## src/rtl/exc_pkg.sv

```systemverilog
package exc_pkg;
    localparam int STATE_W = 32;
    localparam int ERR_W   = 7;

    // machine state word fields
    localparam int B_POW = 18;
    localparam int B_ILE = 16;
    localparam int B_EE  = 15;
    localparam int B_PR  = 14;
    localparam int B_FP  = 13;
    localparam int B_ME  = 12;
    localparam int B_FEA = 11;
    localparam int B_SE  = 10;
    localparam int B_BE  = 9;
    localparam int B_FEB = 8;
    localparam int B_IR  = 5;
    localparam int B_DR  = 4;
    localparam int B_RI  = 1;
    localparam int B_LE  = 0;

    // exception numbers
    localparam int V_RESET = 1;
    localparam int V_MCHK  = 2;
    localparam int V_DFLT  = 3;
    localparam int V_IFLT  = 4;
    localparam int V_EXT   = 5;
    localparam int V_ALGN  = 6;
    localparam int V_PROG  = 7;
    localparam int V_FPUN  = 8;
    localparam int V_DEC   = 9;

    // error-code bits
    localparam int F_MISS   = 0;
    localparam int F_PROT   = 1;
    localparam int F_UNSUP  = 2;
    localparam int F_DIRECT = 3;
    localparam int F_STORE  = 4;
    localparam int F_NOEXEC = 5;
    localparam int F_GUARD  = 6;

    // cause bits written into status / saved state
    localparam int C_UNSUP  = 31;
    localparam int C_MISS   = 30;
    localparam int C_NOX    = 28;
    localparam int C_PROT   = 27;
    localparam int C_DIRECT = 26;
    localparam int C_STORE  = 25;
    localparam int C_PFP    = 20;
    localparam int C_PILL   = 19;
    localparam int C_PPRIV  = 18;
    localparam int C_PTRAP  = 17;
    localparam int C_PROG   = 16;

    typedef enum logic [1:0] {
        OUT_TAKE  = 2'd0,
        OUT_DEFER = 2'd1,
        OUT_DROP  = 2'd2,
        OUT_FATAL = 2'd3
    } outcome_e;
endpackage

```

## src/rtl/exc_cause_enc.sv

```systemverilog
module exc_cause_enc
    import exc_pkg::*;
#(
    parameter int NUM_W = 8
) (
    input  logic [NUM_W-1:0]   num,
    input  logic [ERR_W-1:0]   err,
    input  logic [STATE_W-1:0] st,
    output outcome_e           outcome,
    output logic [STATE_W-1:0] saved,
    output logic [STATE_W-1:0] status,
    output logic               status_wr,
    output logic               ret_cur
);
    localparam logic [STATE_W-1:0] LOW_HALF = STATE_W'(32'h0000_FFFF);

    logic is_masked_irq;
    logic fp_disabled;

    always_comb begin
        is_masked_irq = ((num == NUM_W'(V_EXT)) || (num == NUM_W'(V_DEC))) && !st[B_EE];
        fp_disabled   = !st[B_FEA] && !st[B_FEB];
    end

    always_comb begin
        outcome   = OUT_TAKE;
        saved     = st;
        status    = '0;
        status_wr = 1'b0;
        ret_cur   = 1'b0;
        if (is_masked_irq) begin
            outcome = OUT_DEFER;
        end else if (num == NUM_W'(V_MCHK) && !st[B_ME]) begin
            outcome = OUT_FATAL;
        end else begin
            case (num)
                NUM_W'(V_DFLT): begin
                    saved     = st & LOW_HALF;
                    status_wr = 1'b1;
                    if (err[F_MISS]) begin
                        status[C_MISS] = 1'b1;
                    end else if (err[F_PROT]) begin
                        status[C_PROT] = 1'b1;
                    end else if (err[F_UNSUP]) begin
                        status[C_UNSUP]  = 1'b1;
                        status[C_DIRECT] = err[F_DIRECT];
                    end
                    status[C_STORE] = err[F_STORE];
                end
                NUM_W'(V_IFLT): begin
                    saved = st & LOW_HALF;
                    if (err[F_MISS])
                        saved[C_MISS] = 1'b1;
                    else if (err[F_NOEXEC] || err[F_GUARD] || err[F_DIRECT])
                        saved[C_NOX] = 1'b1;
                    else
                        saved[C_PROT] = 1'b1;
                end
                NUM_W'(V_PROG): begin
                    ret_cur = 1'b1;
                    saved   = st & LOW_HALF;
                    saved[C_PROG] = 1'b1;
                    case (err[1:0])
                        2'd0: saved[C_PFP]   = 1'b1;
                        2'd1: saved[C_PILL]  = 1'b1;
                        2'd2: saved[C_PPRIV] = 1'b1;
                        default: saved[C_PTRAP] = 1'b1;
                    endcase
                    if (err[1:0] == 2'd0 && fp_disabled)
                        outcome = OUT_DROP;
                end
                NUM_W'(V_ALGN), NUM_W'(V_FPUN): ret_cur = 1'b1;
                default: ;
            endcase
        end
    end
endmodule

```

## src/rtl/exc_state_upd.sv

```systemverilog
module exc_state_upd
    import exc_pkg::*;
(
    input  logic [STATE_W-1:0] st,
    input  logic               clr_me,
    output logic [STATE_W-1:0] nst
);
    localparam logic [STATE_W-1:0] CLR_MASK =
        (STATE_W'(1) << B_POW) | (STATE_W'(1) << B_EE)  | (STATE_W'(1) << B_PR) |
        (STATE_W'(1) << B_FP)  | (STATE_W'(1) << B_FEA) | (STATE_W'(1) << B_SE) |
        (STATE_W'(1) << B_BE)  | (STATE_W'(1) << B_FEB) | (STATE_W'(1) << B_IR) |
        (STATE_W'(1) << B_DR)  | (STATE_W'(1) << B_RI);

    always_comb begin
        nst = st & ~CLR_MASK;
        if (clr_me)
            nst[B_ME] = 1'b0;
        nst[B_LE] = st[B_ILE];
    end
endmodule

```

## src/rtl/exc_entry_unit.sv

```systemverilog
module exc_entry_unit
    import exc_pkg::*;
#(
    parameter int NUM_W  = 8,
    parameter int ADDR_W = 32
) (
    input  logic               clk,
    input  logic               rst_n,
    input  logic               req_valid,
    input  logic [NUM_W-1:0]   req_num,
    input  logic [ERR_W-1:0]   req_err,
    input  logic [STATE_W-1:0] req_state,
    input  logic [ADDR_W-1:0]  req_nia,
    output logic               req_ready,
    output logic               ent_taken,
    output logic               ent_deferred,
    output logic               ent_dropped,
    output logic               ent_fatal,
    output logic               flush_req,
    output logic [ADDR_W-1:0]  handler_addr,
    output logic [ADDR_W-1:0]  srr_ret,
    output logic [STATE_W-1:0] srr_state,
    output logic [STATE_W-1:0] fault_status,
    output logic [STATE_W-1:0] cur_state
);
    localparam int VEC_SHIFT = 8;

    typedef struct packed {
        logic               busy;
        logic [NUM_W-1:0]   num;
        logic [ERR_W-1:0]   err;
        logic [STATE_W-1:0] st;
        logic [ADDR_W-1:0]  nia;
        logic               taken;
        logic               deferred;
        logic               dropped;
        logic               fatal;
        logic               flush;
        logic [ADDR_W-1:0]  handler;
        logic [ADDR_W-1:0]  ret;
        logic [STATE_W-1:0] saved;
        logic [STATE_W-1:0] status;
        logic [STATE_W-1:0] mstate;
    } regs_t;

    regs_t r_q, r_d;

    outcome_e           enc_outcome;
    logic [STATE_W-1:0] enc_saved;
    logic [STATE_W-1:0] enc_status;
    logic               enc_status_wr;
    logic               enc_ret_cur;
    logic [STATE_W-1:0] upd_state;

    exc_cause_enc #(.NUM_W(NUM_W)) u_enc (
        .num       (r_q.num),
        .err       (r_q.err),
        .st        (r_q.st),
        .outcome   (enc_outcome),
        .saved     (enc_saved),
        .status    (enc_status),
        .status_wr (enc_status_wr),
        .ret_cur   (enc_ret_cur)
    );

    exc_state_upd u_upd (
        .st     (r_q.st),
        .clr_me (r_q.num == NUM_W'(V_MCHK)),
        .nst    (upd_state)
    );

    always_comb begin
        r_d          = r_q;
        r_d.taken    = 1'b0;
        r_d.deferred = 1'b0;
        r_d.dropped  = 1'b0;
        r_d.fatal    = 1'b0;
        r_d.flush    = 1'b0;
        if (r_q.busy) begin
            case (enc_outcome)
                OUT_DEFER: r_d.deferred = 1'b1;
                OUT_DROP:  r_d.dropped  = 1'b1;
                OUT_FATAL: r_d.fatal    = 1'b1;
                default: begin
                    r_d.taken   = 1'b1;
                    r_d.flush   = 1'b1;
                    r_d.handler = ADDR_W'({r_q.num, {VEC_SHIFT{1'b0}}});
                    r_d.ret     = enc_ret_cur ? (r_q.nia - ADDR_W'(4)) : r_q.nia;
                    r_d.saved   = enc_saved;
                    r_d.mstate  = upd_state;
                    if (enc_status_wr)
                        r_d.status = enc_status;
                end
            endcase
        end
        r_d.busy = req_valid && !r_q.busy;
        if (req_valid && !r_q.busy) begin
            r_d.num = req_num;
            r_d.err = req_err;
            r_d.st  = req_state;
            r_d.nia = req_nia;
        end
    end

    always_ff @(posedge clk) begin
        if (!rst_n)
            r_q <= '0;
        else
            r_q <= r_d;
    end

    assign req_ready    = !r_q.busy;
    assign ent_taken    = r_q.taken;
    assign ent_deferred = r_q.deferred;
    assign ent_dropped  = r_q.dropped;
    assign ent_fatal    = r_q.fatal;
    assign flush_req    = r_q.flush;
    assign handler_addr = r_q.handler;
    assign srr_ret      = r_q.ret;
    assign srr_state    = r_q.saved;
    assign fault_status = r_q.status;
    assign cur_state    = r_q.mstate;

    // busy never lasts more than one cycle
    a_r11_busy_one: assert property (@(posedge clk) disable iff (!rst_n)
        !req_ready |=> req_ready);

    // at most one outcome per cycle
    a_r10_one_outcome: assert property (@(posedge clk) disable iff (!rst_n)
        $onehot0({ent_taken, ent_deferred, ent_dropped, ent_fatal}));

    // flush is a single-cycle pulse
    a_r10_flush_pulse: assert property (@(posedge clk) disable iff (!rst_n)
        flush_req |=> !flush_req);

    // handler derived from the number accepted two edges earlier
    a_r1_handler: assert property (@(posedge clk) disable iff (!rst_n)
        ent_taken |-> handler_addr == ADDR_W'({$past(req_num, 2), {VEC_SHIFT{1'b0}}}));

    // interrupts and privilege are off after entry
    a_r7_state_cleared: assert property (@(posedge clk) disable iff (!rst_n)
        ent_taken |-> (!cur_state[B_EE] && !cur_state[B_PR] && !cur_state[B_IR] && !cur_state[B_DR]));

    // deferred interrupts leave state and return address alone
    a_r2_defer_hold: assert property (@(posedge clk) disable iff (!rst_n)
        ent_deferred |-> ($stable(cur_state) && $stable(srr_ret) && !flush_req));

    // program exceptions return to the faulting instruction
    a_r6_prog_current: assert property (@(posedge clk) disable iff (!rst_n)
        (ent_taken && $past(req_num, 2) == NUM_W'(V_PROG)) |-> srr_ret == $past(req_nia, 2) - ADDR_W'(4));
endmodule

```

## config.mk

```make
export PLATFORM = sky130hd
export DESIGN_NAME = exc_entry_unit
export DESIGN_NICKNAME = d
export VERILOG_FILES = /design/src/rtl/exc_pkg.sv /design/src/rtl/exc_cause_enc.sv /design/src/rtl/exc_state_upd.sv /design/src/rtl/exc_entry_unit.sv
export SDC_FILE = /design/constraint.sdc
export NUM_CORES = 1
export LEC_CHECK = 0
export ABC_AREA = 1
export CORE_MARGIN = 1
export CORE_UTILIZATION = 57
export CTS_CLUSTER_DIAMETER = 30
export DETAILED_ROUTE_END_ITERATION = 8
export DONT_BUFFER_PORTS = 1
export GPL_TIMING_DRIVEN = 0
export PLACE_DENSITY = 0.75
export SLEW_MARGIN = 0
export SYNTH_ARGS = -nofsm -noshare
export SYNTH_HDL_FRONTEND = slang
export SYNTH_SLANG_ARGS = --single-unit
```

## constraint.sdc

```tcl
create_clock -name clk -period 1.5 [get_ports clk]
set_clock_uncertainty 0.1 [all_clocks]
set_input_delay 0.15 -clock clk [delete_from_list [all_inputs] [get_ports clk]]
set_output_delay 0.15 -clock clk [all_outputs]
set_load 0.02 [all_outputs]
```

# After elaboration in Yosys (flattened, before gate mapping)

Index checks and enable logic that the tools add are counted.

Output and inout bits: 166
Bits in registers: 183

Bitwise gates (word level): 1
Reduce and logical (&&, ||, !) cells: 20
Add/subtract/negate cells: 1
Eq/ne operators: 13
Mux-type cells: 42

Operators by type and width:

| kind                    | count |
|---|---|
| $mux W161               | 1 |
| $mux W32                | 4 |
| $pmux W32 S3            | 1 |
| $eq A8 B3 Y1 const B    | 4 |
| $sub A32 B3 Y32 const B | 1 |
| $mux W1                 | 24 |
| $mux W2                 | 9 |
| $eq A8 B2 Y1 const B    | 2 |
| $eq A8 B4 Y1 const B    | 2 |
| $mux W3                 | 3 |
| $reduce_or A3 Y1        | 3 |
| $eq A2 B2 Y1 const B    | 3 |
| $logic_and A1 B1 Y1     | 5 |
| $logic_not A1 Y1        | 5 |
| $eq A2 B1 Y1 const B    | 2 |
| $reduce_and A2 Y1       | 2 |
| $logic_or A1 B1 Y1      | 3 |
| $reduce_and A3 Y1       | 1 |
| $logic_not A2 Y1        | 1 |
| $not A1 Y1              | 1 |

# Logic depth before layout (Yosys ltp)

Word-level depth: 11
Gate-level depth with buffers: 12
Gate-level depth less buffers: 11

# Hierarchy

A second synthesis with hierarchy kept.

Cells, all modules: 1432
Area, all modules: 10583.9 um^2

By module, submodules not included:

| module         | times used | area an instance (um^2) | cells each | seq. area each (um^2) |
|---|---|---|---|---|
| exc_entry_unit | 1          | 9522.9                  | 1267       | 4404.2 |
| exc_cause_enc  | 1          | 814.5                   | 131        | 0.0 |
| exc_state_upd  | 1          | 246.5                   | 34         | 0.0 |

# Worst setup path after synthesis

No wires, ideal clock.

Kind: reg-to-reg
From: register r_q[241] (netlist bit)
To: register r_q, in the netlist fault_status[25]
Setup slack: -0.130 ns
Data required time: 1.268 ns
Library setup time: 0.132 ns
Arrival: 1.398 ns
Period minus slack after synthesis: 1.630 ns
Path buffers: 0
Cell stages (with the launch flop): 7
Path through: dfxtp_1 -> nor2_1 -> nand3_2 -> nor4_1 -> nand2_1 -> nand2_1 -> a21oi_1

Word-level cells in the longest chain between the ends: 8
Elaborated cells on any way between the ends: 23
Those cells by class: eq/ne (8); mux (9); bitwise (1); reduce/logical (5)

Ends and longest elaborated chain:

| what                                                  | line                                     | text |
|---|---|---|
| start, declared                                       | exc_entry_unit.sv:46                     | `regs_t r_q, r_d;` |
| start signal, assigned                                | exc_entry_unit.sv:109                    | `r_q <= r_d;` |
| $eq A8 B3 Y1 (tied with other cells)                  | exc_cause_enc.sv:36                      | `case (num)` |
| $mux W2 (tied with other cells)                       | exc_cause_enc.sv:36                      |  |
| $mux W2 / $logic_and A1 B1 Y1 (equally long branches) | exc_cause_enc.sv:33, exc_cause_enc.sv:21 |  |
| $mux W2                                               | exc_cause_enc.sv:31                      | `if (is_masked_irq) begin` |
| $eq A2 B2 Y1 / $eq A2 B1 Y1 (equally long branches)   | exc_entry_unit.sv:80                     | `case (enc_outcome)` |
| $reduce_or A3 Y1 (no line)                            | --                                       |  |
| $not A1 Y1 (no line)                                  | --                                       |  |
| $reduce_and A3 Y1 (no line)                           | --                                       |  |

Parallel ways exist; a longest one is shown, timed or not.
A chain may end at the register's enable or synchronous reset.

# Worst setup path after layout

From: register r_q[239] (netlist bit)
To: register r_q, in the netlist srr_state[6]

Word-level cells in the longest chain between the ends: 8
Elaborated cells on any way between the ends: 18
Those cells by class: eq/ne (7); mux (5); bitwise (1); reduce/logical (5)

Ends and longest elaborated chain:

| what                                                  | line |
|---|---|
| $eq A8 B3 Y1 (tied with other cells)                  | exc_cause_enc.sv:36 |
| $mux W2 (tied with other cells)                       | exc_cause_enc.sv:36 |
| $mux W2 / $logic_and A1 B1 Y1 (equally long branches) | exc_cause_enc.sv:33, exc_cause_enc.sv:21 |
| $mux W2                                               | exc_cause_enc.sv:31 |
| $eq A2 B2 Y1 / $eq A2 B1 Y1 (equally long branches)   | exc_entry_unit.sv:80 |
| $reduce_or A3 Y1 (no line)                            | -- |
| $not A1 Y1 (no line)                                  | -- |
| $reduce_and A2 Y1 (no line)                           | -- |

Parallel ways exist; a longest one is shown, timed or not.

==> flow_metrics.py <==
metrics = {
    "clock_tree": {
        "path_clk_slew_ps": 70,
        "cts-htree-levels": 4,
        "cts_tree": "done",
        "clk_path_buf_depth": 2,
        "cts_sinks": 177,
        "root_buffer": "clkbuf_16",
        "clk_latency_ps": 440,
        "numCtsBuffers": 17,
    },
    "layout": {
        "area_growth_pct": 33.9,
        "fin_nets": 1457,
        "n_antenna_cell": 0,
        "drive_gt1_share_pct": 27.3,
        "finalInstanceArea_um2": 11300,
        "fillCellCount": 1098,
    },
    "outcome": {
        "violations": "negative setup slack",
        "outcome": "finished, violations left",
    },
    "placed_design": {
        "gp_congestion": 0.921,
        "port_buffers": 0,
        "dpl_cell_area_um2": 9040,
        "dpl.hpwl_um": 16400,
        "place_ws_ps": -716,
    },
    "worst_setup_path": {
        "slowest_delay_ps": 370,
        "crit_fanout": 10,
        "r2r_cells": 13,
        "cp_slowest_cell": "dfxtp_4",
        "rr_endpoint": "srr_state[6]",
        "rrSetupSlack_ps": -320,
        "criticalPathCategory": "register to register",
        "arrival_ps": 2060,
        "reg2reg_from": "r_q[239]",
        "crit_path_frequent_cell": "nor2_1",
        "crit_chain": "inv_4 > nor2_1 > inv_1 > nand2_2 > nand3_4 > nand2_4 > nor2_4 > buf_12 > inv_8 > buf_12 > buf_8 > nor2_1 > nor2_1",
        "cp-start-kind": "register",
        "required_ps": 1740,
        "endpoint_kind": "register",
    },
    "logic_synthesis": {
        "synth_compound_area_share_pct": 13.7,
        "syn_inst": 1182,
        "yosys.area_share.xor_xnor_pct": 0.931,
        "ys_types": 27,
        "synth_top_family_by_area": "simple AND/OR/NAND/NOR gates",
        "yosys.area.top_type": "dfxtp_1",
        "postSynthAreaPerCell_um2": 7.17,
        "ys_seq_area_share_pct": 41.8,
        "netlist_area_um2": 8470,
        "synth_simple_gate_area_share_pct": 23.0,
        "synth_edf_count": 0,
        "synth_area_leaders": "dfxtp_1 (42%), buf_4 (15%), nor2_1 (10%)",
        "synth_common_cells": "nor2_1 (227), dfxtp_1 (177), nand2_1 (176)",
        "yosys.area.top_type_share_pct": 41.8,
        "synthMuxAreaShare_pct": 0,
        "synth_warnings": 0,
        "ys.flop_type": "dfxtp_1",
        "yosysMostFrequentCell": "nor2_1",
        "synthAdderAreaFrac_pct": 0.148,
        "async_reset_ff_share_pct": 0,
        "ys_ff_latch": 177,
    },
    "floorplanning": {
        "rows": 44,
        "fp.dieW_um": 124,
        "ios": 248,
        "initial_core_util_pct": 58.3,
        "core_area_um2": 14500,
        "die_height_um": 124,
        "dieArea_um2": 15400,
    },
    "route": {
        "viasPerCell": 5.26,
        "drc": 0,
        "avgRoutedWirePerCell_um": 16.1,
        "via_count": 8263,
        "drt_pass1_iterations": 5,
        "drt-initial-drc-count": 754,
        "wl_um": 25200,
        "drtAntennaViolNets": 0,
    },
    "global_route": {
        "grt_max_degree": 17,
        "grt_pass1_wl_um": 37300,
        "grt_pass1_vias": 7293,
        "grtUsageTotal_pct": 32.2,
        "gr-total-overflow": 0,
        "antenna_found_initial": 0,
    },
    "power_and_ir_drop": {
        "clockPowerShare_pct": 35.1,
        "seqPwrFrac_pct": 43.9,
        "pwr_density_cell_nw_per_um2": 1060,
        "p_leak_nw": 5.13,
        "power_frac_comb_pct": 21.0,
        "sw_frac_of_total_pct": 31.0,
        "power.switching_mw": 3.73,
        "intPower_mw": 8.30,
        "ir_worst_vdd_mv": 0.760,
    },
    "sta": {
        "worst_slack_ps": -324,
        "rsz0062_at_grt": "true",
        "final.setup.tns_ps": -24890,
        "fmax_mhz": 548,
        "layout_min_cycle_time_ps": 1820,
        "slew_violations": 0,
        "setup_violations": 94,
        "tightest_slew_ps": 760,
        "fin_crit_sh_pct": 122,
        "relSlewSlack_pct": 48.9,
        "hold_viol": 0,
        "hold_ws_ps": 100,
    },
    "worst_hold_path": {
        "min_path_type": "input pin to register",
        "hold_start": "rst_n",
        "hold_end": "r_q[169]",
        "holdPathStages": 3,
    },
    "run": {
        "drv_cap": 0,
    },
}
[power by group through the flow]
stage	logic, mW	clock network [mW]	registers, mW
4_1_cts	2.29	4.23	5.25
2_1_floorplan	1.61	0	5.27
3_5_place_dp	1.92	0	5.35
6_report	2.53	4.22	5.28
3_3_place_gp	1.90	0	5.34
5_1_grt	2.74	4.43	5.30
[routing by layer]
| metal | track usage (%) | routed length (um) | part of all wire, % | vias up |
|---|---|---|---|---|
| met1 | 41.5 | 10500 | 42 | 3828 |
| met4 | 12.4 | 620 | 2.5 | 0 |
| met3 | 7.92 | 2280 | 9.0 | 54 |
| met5 | 0 | 0 | 0 | - |
| li1 | - | - | - | 3954 |
| met2 | 51.8 | 11800 | 47 | 427 |
[layout make-up]
cell class	instances	area, um2	area share, %
clock buffer	20	457	4.03
clock inverter	12	98.8	0.872
multi-input combinational	785	3860	34.0
timing repair buffer	111	1170	10.3
sequential	177	3570	31.5
inverter	63	256	2.26
buffer	219	1700	15.0
tap	184	230	2.03
[cell usage in the layout, fill, tap and decap left out, drive strengths merged, types with 45 or more instances in the layout]
| master | instances |
|---|---|
| nor2 | 232 |
| buf | 212 |
| nand2 | 180 |
| dfxtp | 177 |
| o21ai | 136 |
| a21oi | 95 |
| dlygate4sd3 | 80 |
| inv | 68 |
| conb | 62 |
| clkbuf | 58 |
| nand3 | 45 |
[worst max-delay path, delay by kind of cell (launching register included)]
| kind | cells | cell delay, ps |
|---|---|---|
| simple gates | 7 | 600 |
| buf+inv | 6 | 660 |
| flops | 1 | 370 |
[metrics by stage]
step | power, mW | std cells | util, %
CTS | 11.8 | 1557 | 74.9
global route | 12.5 | 1571 | 78.0
floorplan | 6.87 | 1243 | -
detailed placement | 7.26 | 1427 | 62.2
global placement | 7.24 | 1427 | 62.2
finish | 12.0 | 1571 | 78.0
[logic make-up after synthesis]
group,after synthesis
and+or+nand+nor,481
buffers and inverters,282
AOI/OAI and AO/OA,231
DFF,177
xor gates and xnor gates,9
adders and majority gates,1
other,1
[sequential cells by signal (all words and copies together), names as in the netlist]
signal and flops:
cur_state 16, ent_deferred 1, ent_dropped 1, ent_fatal 1
fault_status 5, flush_req 1, handler_addr 8, r_q 80
srr_ret 32, srr_state 32
[worst max-delay path by stage]
stage	startpoint	to	slack, ps	cells past startpoint
CTS	r_q[238]	handler_addr[10]	-270	12
global placement	r_q[244]	r_q[190]	-740	6
detailed placement	r_q[244]	r_q[192]	-720	6
finish	r_q[239]	srr_state[6]	-320	13
global route	r_q[239]	srr_state[15]	-410	13
floorplan	r_q[244]	r_q[184]	-50	6
[repair_timing]
action	in CTS	in global routing
hold buffers	80	0
hold endpoints to repair	79	0
resized for setup	115	116
endpoints found under the setup margin	174	174
gates cloned	5	3
setup buffers	13	11
pin swaps	10	18
Power figures use the tool's default switching activity.
